===== config.mk =====
export PLATFORM = sky130hd
export DESIGN_NAME = lamp_level_bank
export DESIGN_NICKNAME = d
export VERILOG_FILES = /design/src/rtl/lamp_pkg.sv /design/src/rtl/lamp_tick_gen.sv /design/src/rtl/lamp_in_sync.sv /design/src/rtl/lamp_level_cell.sv /design/src/rtl/lamp_level_bank.sv
export SDC_FILE = /design/constraint.sdc
export NUM_CORES = 1
export LEC_CHECK = 0
export BUFFER_PORTS_ARGS = -buffer_cell sky130_fd_sc_hd__buf_4
export CAP_MARGIN = 5
export CORE_MARGIN = 2
export CORE_UTILIZATION = 38
export CTS_CLUSTER_SIZE = 28
export DETAILED_ROUTE_END_ITERATION = 12
export HOLD_SLACK_MARGIN = 0.06
export SLEW_MARGIN = 0
export SYNTH_ARGS = -nofsm -noshare
export SYNTH_HDL_FRONTEND = slang
export SYNTH_SLANG_ARGS = --single-unit

===== constraint.sdc =====
create_clock -name clk -period 2.61 [get_ports clk]
set_input_delay 0.522 -clock clk [delete_from_list [all_inputs] [get_ports clk]]
set_output_delay 0.522 -clock clk [all_outputs]
set_load 0.02 [all_outputs]

===== src/rtl/lamp_pkg.sv =====
package lamp_pkg;
   localparam int unsigned LEVEL_BITS = 5;

   function automatic int unsigned index_bits(input int unsigned count);
      return (count <= 1) ? 1 : $clog2(count);
   endfunction
endpackage


===== src/rtl/lamp_tick_gen.sv =====
module lamp_tick_gen #(
   parameter int unsigned PERIOD = 4
) (
   input  logic clk,
   input  logic rst,
   output logic tick_o
);
   localparam int unsigned CW = $clog2(PERIOD);
   localparam logic [CW-1:0] LAST = CW'(PERIOD - 1);

   logic [CW-1:0] cnt_q;

   always_ff @(posedge clk) begin
      if (rst) begin
         cnt_q  <= '0;
         tick_o <= 1'b0;
      end else begin
         tick_o <= (cnt_q == LAST);
         cnt_q  <= (cnt_q == LAST) ? '0 : cnt_q + 1'b1;
      end
   end
endmodule


===== src/rtl/lamp_in_sync.sv =====
module lamp_in_sync #(
   parameter int unsigned WIDTH  = 8,
   parameter int unsigned STAGES = 2
) (
   input  logic             clk,
   input  logic             rst,
   input  logic [WIDTH-1:0] d_i,
   output logic [WIDTH-1:0] q_o
);
   logic [WIDTH-1:0] stg_q [STAGES];

   for (genvar s = 0; s < STAGES; s++) begin : g_stage
      always_ff @(posedge clk) begin
         if (rst)
            stg_q[s] <= '0;
         else if (s == 0)
            stg_q[s] <= d_i;
         else
            stg_q[s] <= stg_q[(s == 0) ? 0 : s - 1];
      end
   end

   assign q_o = stg_q[STAGES-1];
endmodule


===== src/rtl/lamp_level_cell.sv =====
module lamp_level_cell #(
   parameter int unsigned LVL_W = 5
) (
   input  logic             clk,
   input  logic             rst,
   input  logic             step_i,
   input  logic             up_i,
   output logic [LVL_W-1:0] level_o
);
   localparam logic [LVL_W-1:0] TOP = '1;

   always_ff @(posedge clk) begin
      if (rst)
         level_o <= '0;
      else if (step_i) begin
         if (up_i && level_o != TOP)
            level_o <= level_o + 1'b1;
         else if (!up_i && level_o != '0)
            level_o <= level_o - 1'b1;
      end
   end
endmodule


===== src/rtl/lamp_level_bank.sv =====
module lamp_level_bank #(
   parameter int unsigned N_LAMPS     = 8,
   parameter int unsigned LVL_W       = lamp_pkg::LEVEL_BITS,
   parameter int unsigned CLK_HZ      = 125_000_000,
   parameter int unsigned SAMPLE_HZ   = 60,
   parameter int unsigned SYNC_STAGES = 2,
   localparam int unsigned IDX_W      = lamp_pkg::index_bits(N_LAMPS)
) (
   input  logic               clk,
   input  logic               rst,
   input  logic [N_LAMPS-1:0] lamp_in,
   input  logic [IDX_W-1:0]   rd_idx,
   output logic [LVL_W-1:0]   rd_level,
   output logic               tick_o
);
   localparam int unsigned SAMPLE_DIV = CLK_HZ / SAMPLE_HZ;

   if (SAMPLE_DIV < 4) begin : g_bad_div
      $error("lamp_level_bank: CLK_HZ/SAMPLE_HZ must be at least 4");
   end
   if (N_LAMPS < 1) begin : g_bad_count
      $error("lamp_level_bank: N_LAMPS must be at least 1");
   end
   if (SYNC_STAGES < 2) begin : g_bad_sync
      $error("lamp_level_bank: SYNC_STAGES must be at least 2");
   end
   if (LVL_W < 2) begin : g_bad_width
      $error("lamp_level_bank: LVL_W must be at least 2");
   end

   logic [N_LAMPS-1:0]            sync_q;
   logic [N_LAMPS-1:0][LVL_W-1:0] lvl_q;

   lamp_tick_gen #(.PERIOD(SAMPLE_DIV)) tick_i (
      .clk    (clk),
      .rst    (rst),
      .tick_o (tick_o)
   );

   lamp_in_sync #(.WIDTH(N_LAMPS), .STAGES(SYNC_STAGES)) sync_i (
      .clk (clk),
      .rst (rst),
      .d_i (lamp_in),
      .q_o (sync_q)
   );

   for (genvar i = 0; i < N_LAMPS; i++) begin : g_cell
      lamp_level_cell #(.LVL_W(LVL_W)) cell_i (
         .clk     (clk),
         .rst     (rst),
         .step_i  (tick_o),
         .up_i    (sync_q[i]),
         .level_o (lvl_q[i])
      );
   end

   always_comb begin
      rd_level = '0;
      for (int i = 0; i < N_LAMPS; i++) begin
         if (rd_idx == IDX_W'(i))
            rd_level = lvl_q[i];
      end
   end
endmodule


==> impl_metrics.json, run 1 <==
{
  "timing.max_cap.violations": 0,
  "clock_path_buffers": 2,
  "fin_skew_ns": 0.00710,
  "synth_cell_types": 50,
  "comb_power_share_pct": 4.8,
  "track_usage_pct": 15.9,
  "critical_path_class": "reg2reg",
  "die_y_um": 114,
  "synth_compound_area_share_pct": 19.4,
  "startpoint_type": "register",
  "leakage_nw": 2.06,
  "syn_to_final_growth_pct": 12.6,
  "finalMaxSlewViolations": 0,
  "synth_xor_xnor_area_share_pct": 9.29,
  "coreArea_mm2": 0.0120,
  "setup_viol": 0,
  "io_pins": 19,
  "overflow": 0,
  "clock_latency_ns": 0.34,
  "synth_top_family_by_area": "simple AND/OR/NAND/NOR gates",
  "rows": 40,
  "antenna_left": 0,
  "io_buffer_count": 18,
  "muxShareOfSynthArea_pct": 5.36,
  "synthSimpleGateAreaFrac_pct": 22.4,
  "clkSinkCount": 78,
  "routed_wl_um": 9620,
  "grt_max_degree": 45,
  "cts_max_level": 3,
  "grt_pass1_wl_um": 16700,
  "syn_area_mm2": 0.00462,
  "clk_pin_slew_worst_paths_ns": 0.06,
  "seq_power_share_pct": 45.6,
  "stdcell_area_mm2": 0.00520,
  "drt_iter0_markers": 151,
  "cts_buffers": 9,
  "hold_ws_ns": 0.391,
  "pwr_density_cell_mw_per_mm2": 516,
  "grt_pass1_vias": 3686,
  "switching_share_pct": 21.0,
  "cts_setup_buffers": 0,
  "fin_crit_sh_pct": 89.0,
  "ys_warn_count": 0,
  "fin_nets": 580,
  "netlist_instances": 530,
  "power.internal_mw": 2.12,
  "arrival_ns": 2.55,
  "yosys.area_share.adder_pct": 5.58,
  "num_antenna_cells": 0,
  "clockRootBuffer": "clkbuf_16",
  "vias_per_cell": 5.47,
  "period_minus_slack_ns": 2.32,
  "cts_tree": "built",
  "async_flop_share_pct": 0,
  "drc_errors": 0,
  "p_switching_uw": 563,
  "ctsResizeCount": 0,
  "fin_setup_tns_ns": 0,
  "routabilityCongestion": 0.796,
  "nFillCells": 1181,
  "worstHoldPathType": "in2reg",
  "ys_seq_area_share_pct": 33.8,
  "synth_edf_count": 0,
  "power_mw": 2.68,
  "max_freq_mhz": 430,
  "dp_hpwl_um": 6870,
  "cts_hold_buf": 0,
  "antenna_found_initial": 0,
  "dieArea_mm2": 0.0131,
  "ir_worst_vdd_v": 0.000536,
  "synth_nets": 563,
  "hold_viol": 0,
  "tightest_slew_ns": 0.684,
  "critPathMaxFanout": 5,
  "placement.cell_area_mm2": 0.00489,
  "outcome": "finished, final reports clean",
  "setup.worst_path.end_class": "register",
  "required_ns": 2.84,
  "avgRoutedWirePerCell_um": 13.8,
  "synthFlopType": "dfxtp_1",
  "drive_gt1_share_pct": 13.9,
  "initial_core_util_pct": 38.6,
  "die_w_um": 114,
  "syn_avg_cell_area_um2": 8.72,
  "synth-seq-cells": 78,
  "firstDrtPassIters": 5,
  "slew_headroom_pct": 54.3,
  "rsz0062_at_grt": "no",
  "power_frac_clock_pct": 49.6,
  "via_count": 3825
}
-- placed cells by master (no fill, tap or decap), drive strengths merged, types with 2 or more instances in the layout --
master,netlist,final
dfxtp,78,78
nor2,76,76
buf,18,32
nand2,30,30
nor2b,30,30
xnor2,28,28
o21ai,27,27
xor2,21,21
ha,19,19
mux2i,18,18
a21oi,18,18
nand3,17,17
o31ai,14,14
nand4,13,13
clkbuf,8,12
o221ai,11,11
and3,10,10
nor3,10,10
inv,8,8
a22oi,8,8
a21o,8,8
o21ba,7,7
o2bb2ai,7,7
or4,7,7
a31oi,7,7
o41ai,7,7
mux2,6,6
nor4,5,5
clkinv,1,3
or3,2,2
bufinv,0,2
and4,2,2
-- routing by layer --
metal / track usage, % / vias up / wire (um) / share of wire, %
li1: - / 1935 / - / -
met1: 19.7 / 1819 / 4500 / 47
met2: 26.2 / 63 / 4650 / 48
met3: 4.61 / 8 / 358 / 3.7
met4: 5.69 / 0 / 108 / 1.1
met5: 0 / - / 0 / 0
-- power by group through the flow --
stage / clock (mW) / sequential, mW / combinational, mW
floorplan: 0 / 1.24 / 0.106
CTS: 1.37 / 1.22 / 0.131
global route: 1.43 / 1.23 / 0.146
detailed placement: 0 / 1.25 / 0.130
global placement: 0 / 1.25 / 0.127
finish: 1.33 / 1.22 / 0.129
-- cell families after synthesis --
group,count (synthesis)
and+or+nand+nor,207
AOI/OAI and AO/OA,117
DFF,78
xor gates and xnor gates,49
buffers and inverters,35
muxes,24
adders and majority gates,20
-- synthesized netlist by cell type (11+ instances only) --
cell type	n	share of area (%)
o21ai_0	25	2.7
nor2b_1	30	4.1
xnor2_1	28	5.3
nand3_1	17	1.8
nand2_1	30	2.4
a21oi_1	18	1.9
mux2i_1	18	3.9
xor2_1	21	4.0
ha_1	19	5.1
o221ai_1	11	2.1
dfxtp_1	78	34
nor2_1	76	6.2
nand4_1	12	1.6
-- per-stage QoR --
step	instances	utilization [%]	setup slack, ns
after floorplan	530	-	0.473
after global placement	683	40.8	0.362
after detailed placement	683	40.8	0.310
after CTS	699	43.5	0.278
after global routing	699	43.5	0.130
final	699	43.5	0.286
-- area by class of cell --
| type | count | area (um2) | area share, % |
|---|---|---|---|
| Inverter | 9 | 33.8 | 0.649 |
| Timing Repair Buffer | 32 | 240 | 4.62 |
| Tap cell | 147 | 184 | 3.54 |
| Clock buffer | 12 | 246 | 4.74 |
| Sequential cell | 78 | 1560 | 30.0 |
| Multi-Input combinational cell | 417 | 2870 | 55.1 |
| Clock inverter | 4 | 70.1 | 1.35 |
-- path summary, 6_finish.rpt --
| kind | start | to | slack [ns] | cells past startpoint |
|---|---|---|---|---|
| hold reg to reg | sync_i.stg_q[0][5]$_SDFF_PP0_ | sync_i.stg_q[1][5]$_SDFF_PP0_ | 0.44 | 1 |
| setup / recovery | g_cell[6].cell_i.level_o[3]$_SDFFE_PP0P_ | g_cell[6].cell_i.level_o[4]$_SDFFE_PP0P_ | 0.29 | 9 |
| setup reg to reg | g_cell[6].cell_i.level_o[3]$_SDFFE_PP0P_ | g_cell[6].cell_i.level_o[4]$_SDFFE_PP0P_ | 0.29 | 9 |
| hold / removal | lamp_in[3] | sync_i.stg_q[0][3]$_SDFF_PP0_ | 0.39 | 2 |
-- worst max-delay path: stages (launching register included) --
cell	delay [ns]
dfxtp_1	0.40
nand2_1	0.08
o21ai_1	0.28
inv_1	0.15
fa_1	0.41
nand2b_1	0.16
a21oi_1	0.15
mux2i_1	0.10
nor2b_1	0.14
mux2_2	0.35
-- state kept, by name, summed over array words and instances (netlist names) --
register,cells
g_cell.cell_i.level_o,40
sync_i.stg_q,16
tick_i.cnt_q,21
tick_i.tick_o,1
Note: power is estimated with default switching activity, not from simulation.
==> run 2, diff against run 1 <==
CORE_ASPECT_RATIO = 1.4   (was default)
CTS_BUF_LIST = sky130_fd_sc_hd__clkbuf_4   (was default)
==> run 2 against run 1 <==
  * Clock power shrank 42%
  * Non-clock buffer count stayed put
  * Clock-buffer cell count shrank 3
  * Setup slack lost 0.024 ns
  * Cell area shrank 3.0%
  * Cell count did not move
  * Clock skew is 0.010 ns higher
  * Fmax fell by 1.0%
  * Sequential power hardly changed
  * Combinational power is essentially flat
  * Critical endpoint is now rd_level[1]
  * Highest routed layer unchanged
==> impl_metrics.json, run 2 (synthesized netlist as in run 1, its figures left out) <==
{
  "hold_viol": 0,
  "power_mw": 2.13,
  "ctsResizeCount": 0,
  "initial_core_util_pct": 39.1,
  "clock_latency_ns": 0.44,
  "cts_max_level": 3,
  "placement.cell_area_mm2": 0.00490,
  "clock_path_buffers": 2,
  "dieArea_mm2": 0.0131,
  "timing.max_cap.violations": 0,
  "antenna_left": 0,
  "worstHoldPathType": "in2reg",
  "fin_setup_tns_ns": 0,
  "fin_nets": 580,
  "hold_ws_ns": 0.284,
  "critPathMaxFanout": 8,
  "stdcell_area_mm2": 0.00505,
  "routabilityCongestion": 0.867,
  "num_antenna_cells": 0,
  "startpoint_type": "register",
  "dp_hpwl_um": 7220,
  "clk_pin_slew_worst_paths_ns": 0.14,
  "leakage_nw": 1.99,
  "arrival_ns": 1.83,
  "drive_gt1_share_pct": 14.1,
  "clockRootBuffer": "clkbuf_4",
  "overflow": 0,
  "rsz0062_at_grt": "no",
  "cts_buffers": 9,
  "r2r-start": "g_cell[1].cell_i.level_o[3]$_SDFFE_PP0P_",
  "rows": 47,
  "drt_iter0_markers": 208,
  "fin_skew_ns": 0.0175,
  "syn_to_final_growth_pct": 9.21,
  "final_cell_mix": "dfxtp_1, nor2_1, buf_4",
  "coreArea_mm2": 0.0118,
  "crit_start": "g_cell[4].cell_i.level_o[1]$_SDFFE_PP0P_",
  "reg_top3": "g_cell.cell_i.level_o (40), tick_i.cnt_q (21), sync_i.stg_q (16)",
  "min-delay-start": "lamp_in[7]",
  "fin_util_pct": 42.7,
  "avgRoutedWirePerCell_um": 14.1,
  "drc_errors": 0,
  "grt_pass1_wl_um": 17500,
  "period_minus_slack_ns": 2.35,
  "grt_max_degree": 36,
  "die_y_um": 134,
  "io_buffer_count": 18,
  "pwr_density_cell_mw_per_mm2": 421,
  "outcome": "finished, final reports clean",
  "required_ns": 2.09,
  "cts_tree": "built",
  "grt_pass1_vias": 3856,
  "cts_hold_buf": 0,
  "track_usage_pct": 15.9,
  "setup_viol": 0,
  "setup.worst_path.end_class": "primary output",
  "firstDrtPassIters": 4,
  "die_w_um": 97.2,
  "nFillCells": 1183,
  "ir_worst_vdd_v": 0.000236,
  "cts_setup_buffers": 0,
  "vias_per_cell": 5.48,
  "max_flop_register": "g_cell.cell_i.level_o",
  "io_pins": 19,
  "via_count": 3828,
  "slew_headroom_pct": 54.1,
  "antenna_found_initial": 0,
  "fin_crit_sh_pct": 89.9,
  "clkSinkCount": 78,
  "finalMaxSlewViolations": 0,
  "tightest_slew_ns": 0.687,
  "routed_wl_um": 9830,
  "largest_register_ff_count": 40,
  "max_freq_mhz": 426,
  "critical_path_class": "reg2out",
  "final_common_cell": "dfxtp_1"
}
run 2: layer usage:
metal  routed length, um  track usage (%)
met2                4950             29.2
met4                 231             6.81
met3                 347             3.11
met1                4290             18.0
met5                   0                0
run 2: layout make-up:
type	count	area, um2	share of cell area (%)
Clock buffer	9	67.6	1.34
Clock inverter	7	80.1	1.59
Inverter	9	33.8	0.669
Multi-Input combinational cell	417	2870	56.8
Sequential cell	78	1560	30.9
Tap cell	147	184	3.64
Timing Repair Buffer	32	253	5.01
run 2: stage by stage:
stage / setup slack, ns / instances
final: 0.263 / 699
after global placement: 0.407 / 683
after detailed placement: 0.366 / 683
after floorplan: 0.473 / 530
after CTS: 0.214 / 699
after global routing: 0.0690 / 699
run 2: worst max-delay path, cell delays in order (launching register included):
cell,delay [ns]
dfxtp_1,0.34
buf_4,0.16
mux2_2,0.27
a22oi_1,0.14
o221ai_1,0.15
o21ai_0,0.10
nand2_1,0.07
buf_4,0.16
run 2: power breakdown:
part	total, mW	switching (mW)	internal, mW
Sequential	1.22	0.0184	1.21
Combinational	0.131	0.0739	0.0570
Clock	0.771	0.465	0.305
Total	2.13	0.558	1.57
run 2: worst paths after layout:
| kind | end | slack (ns) | cells past startpoint |
|---|---|---|---|
| setup / recovery | rd_level[1] | 0.26 | 7 |
| hold / removal | sync_i.stg_q[0][7]$_SDFF_PP0_ | 0.28 | 2 |
| setup reg to reg | g_cell[1].cell_i.level_o[4]$_SDFFE_PP0P_ | 0.37 | 9 |
| hold reg to reg | sync_i.stg_q[1][0]$_SDFF_PP0_ | 0.45 | 1 |
==> run 3, diff against run 2 <==
CTS_CLUSTER_DIAMETER = 60   (was default)
PLACE_DENSITY = 0.57   (was default)
==> run 3 against run 2 <==
  * First-iteration DRC count decreased by 25%
  * Flip-flop and latch count unchanged
  * Power increased by 0.51%
  * Non-clock buffer count decreased by 1
  * Hold slack improved by 0.0056 ns
  * Via count increased by 0.24%
  * Core utilization decreased by 0.18 points
  * Combinational power about the same
  * Setup slack got worse by 0.030 ns
  * Highest routed layer unchanged
  * Clock skew decreased by 0.0049 ns
==> impl_metrics.json, run 3 (synthesized netlist as in run 1, its figures left out) <==
{
  "outcome": "finished, final reports clean",
  "final_cell_mix": "dfxtp_1, nor2_1, buf_4",
  "timing.max_cap.violations": 0,
  "cts_buffers": 9,
  "ctsResizeCount": 0,
  "crit_start": "g_cell[4].cell_i.level_o[2]$_SDFFE_PP0P_",
  "slew_headroom_pct": 56.1,
  "clockRootBuffer": "clkbuf_4",
  "drive_gt1_share_pct": 13.7,
  "io_pins": 19,
  "cts_hold_buf": 0,
  "firstDrtPassIters": 4,
  "max_freq_mhz": 421,
  "rows": 47,
  "setup_viol": 0,
  "cts_max_level": 3,
  "tightest_slew_ns": 0.657,
  "clkSinkCount": 78,
  "critPathMaxFanout": 7,
  "stdcell_area_mm2": 0.00502,
  "die_w_um": 97.2,
  "power_mw": 2.14,
  "setup.worst_path.end_class": "primary output",
  "ir_worst_vdd_v": 0.000230,
  "power_frac_clock_pct": 36.7,
  "p_switching_uw": 504,
  "routabilityCongestion": 0.850,
  "overflow": 0,
  "post-place-cells": 682,
  "cts_tree": "built",
  "fin_crit_sh_pct": 91.1,
  "drt_iter0_markers": 157,
  "cts_setup_buffers": 0,
  "seq_power_share_pct": 57.3,
  "dp_hpwl_um": 7160,
  "clock_latency_ns": 0.44,
  "pwr_density_cell_mw_per_mm2": 425,
  "initial_core_util_pct": 39.1,
  "reg_top3": "g_cell.cell_i.level_o (40), tick_i.cnt_q (21), sync_i.stg_q (16)",
  "leakage_nw": 1.97,
  "final_common_cell": "dfxtp_1",
  "via_count": 3837,
  "largest_register_ff_count": 40,
  "antenna_found_initial": 1,
  "layout.cells.non_filler": 697,
  "clock_path_buffers": 2,
  "fin_setup_tns_ns": 0,
  "avgRoutedWirePerCell_um": 14.3,
  "startpoint_type": "register",
  "vias_per_cell": 5.51,
  "worstHoldPathType": "in2reg",
  "hold_viol": 0,
  "critical_path_class": "reg2out",
  "r2r-start": "g_cell[6].cell_i.level_o[2]$_SDFFE_PP0P_",
  "cp_slowest_cell": "dfxtp_1",
  "fin_nets": 579,
  "routed_wl_um": 9940,
  "min-delay-start": "lamp_in[0]",
  "io_buffer_count": 18,
  "fin_util_pct": 42.5,
  "arrival_ns": 1.86,
  "antenna_left": 0,
  "cpMostUsedCell": "buf_4",
  "finalMaxSlewViolations": 0,
  "drc_errors": 0,
  "fin_skew_ns": 0.0126,
  "die_y_um": 134,
  "clk_pin_slew_worst_paths_ns": 0.12,
  "track_usage_pct": 15.6,
  "coreArea_mm2": 0.0118,
  "grt_max_degree": 49,
  "grt_pass1_vias": 3682,
  "rsz0062_at_grt": "no",
  "worstPathCellList": "buf_4 -> mux2_2 -> a22oi_1 -> o221ai_1 -> o21ai_0 -> nand2_1 -> buf_4",
  "period_minus_slack_ns": 2.38,
  "dieArea_mm2": 0.0131,
  "critPathMaxStageDelay_ns": 0.33,
  "power.internal_mw": 1.63,
  "placement.cell_area_mm2": 0.00488,
  "max_flop_register": "g_cell.cell_i.level_o",
  "required_ns": 2.09,
  "grt_pass1_wl_um": 16900,
  "switching_share_pct": 23.6,
  "syn_to_final_growth_pct": 8.75,
  "comb_power_share_pct": 6.0
}
==> run 3: changes by cell type in the layout (fill, tap and decap cells not counted) <==
cell	delta
buf_12	-1
inv_6	-2
inv_8	-1
clkinv_4	-2
clkinvlp_4	+1
diode_2	+1
bufinv_16	+1
clkinv_2	+1
==> run 3: final timing paths <==
| path | to | slack [ns] | depth (start not counted) |
|---|---|---|---|
| max reg2reg | g_cell[6].cell_i.level_o[4]$_SDFFE_PP0P_ | 0.32 | 9 |
| min reg2reg | sync_i.stg_q[1][2]$_SDFF_PP0_ | 0.44 | 1 |
| max | rd_level[2] | 0.23 | 7 |
| min | sync_i.stg_q[0][0]$_SDFF_PP0_ | 0.29 | 2 |
==> run 3: cell type report <==
class	instances	area (um2)
antenna	1	2.50
clock inverter	5	76.3
timing repair buffer	31	233
tap	147	184
sequential	78	1560
fill	1191	6800
inverter	9	33.8
multi-input combinational	417	2870
clock buffer	9	67.6
==> run 3: power groups by stage <==
stage	Sequential [mW]	Combinational, mW	Clock, mW
after floorplan	1.24	0.106	0
after global placement	1.25	0.127	0
after detailed placement	1.25	0.130	0
after CTS	1.22	0.131	0.820
after global routing	1.23	0.147	0.858
final	1.22	0.129	0.784
==> run 3: stage by stage <==
step	setup WS (ns)	hold WS, ns
after floorplan	0.473	0.414
after global placement	0.343	0.418
final	0.233	0.289
after CTS	0.192	0.260
after detailed placement	0.320	0.422
after global routing	0.0860	0.259
==> run 3: routing by layer <==
metal  vias to the layer above  track usage [%]  routed length, um
met5                         -                0                  0
met4                         0             6.42                162
met2                        64             28.5               5180
met1                      1820             17.7               4280
li1                       1942                -                  -
met3                        11             3.21                318
==> run 3: critical path, delay by kind of cell, from the launching register on <==
family | cells | cell delay, ns
AOI/OAI and AO/OA | 3 | 0.41
DFF | 1 | 0.33
buffers and inverters | 2 | 0.32
muxes | 1 | 0.28
and+or+nand+nor | 1 | 0.08
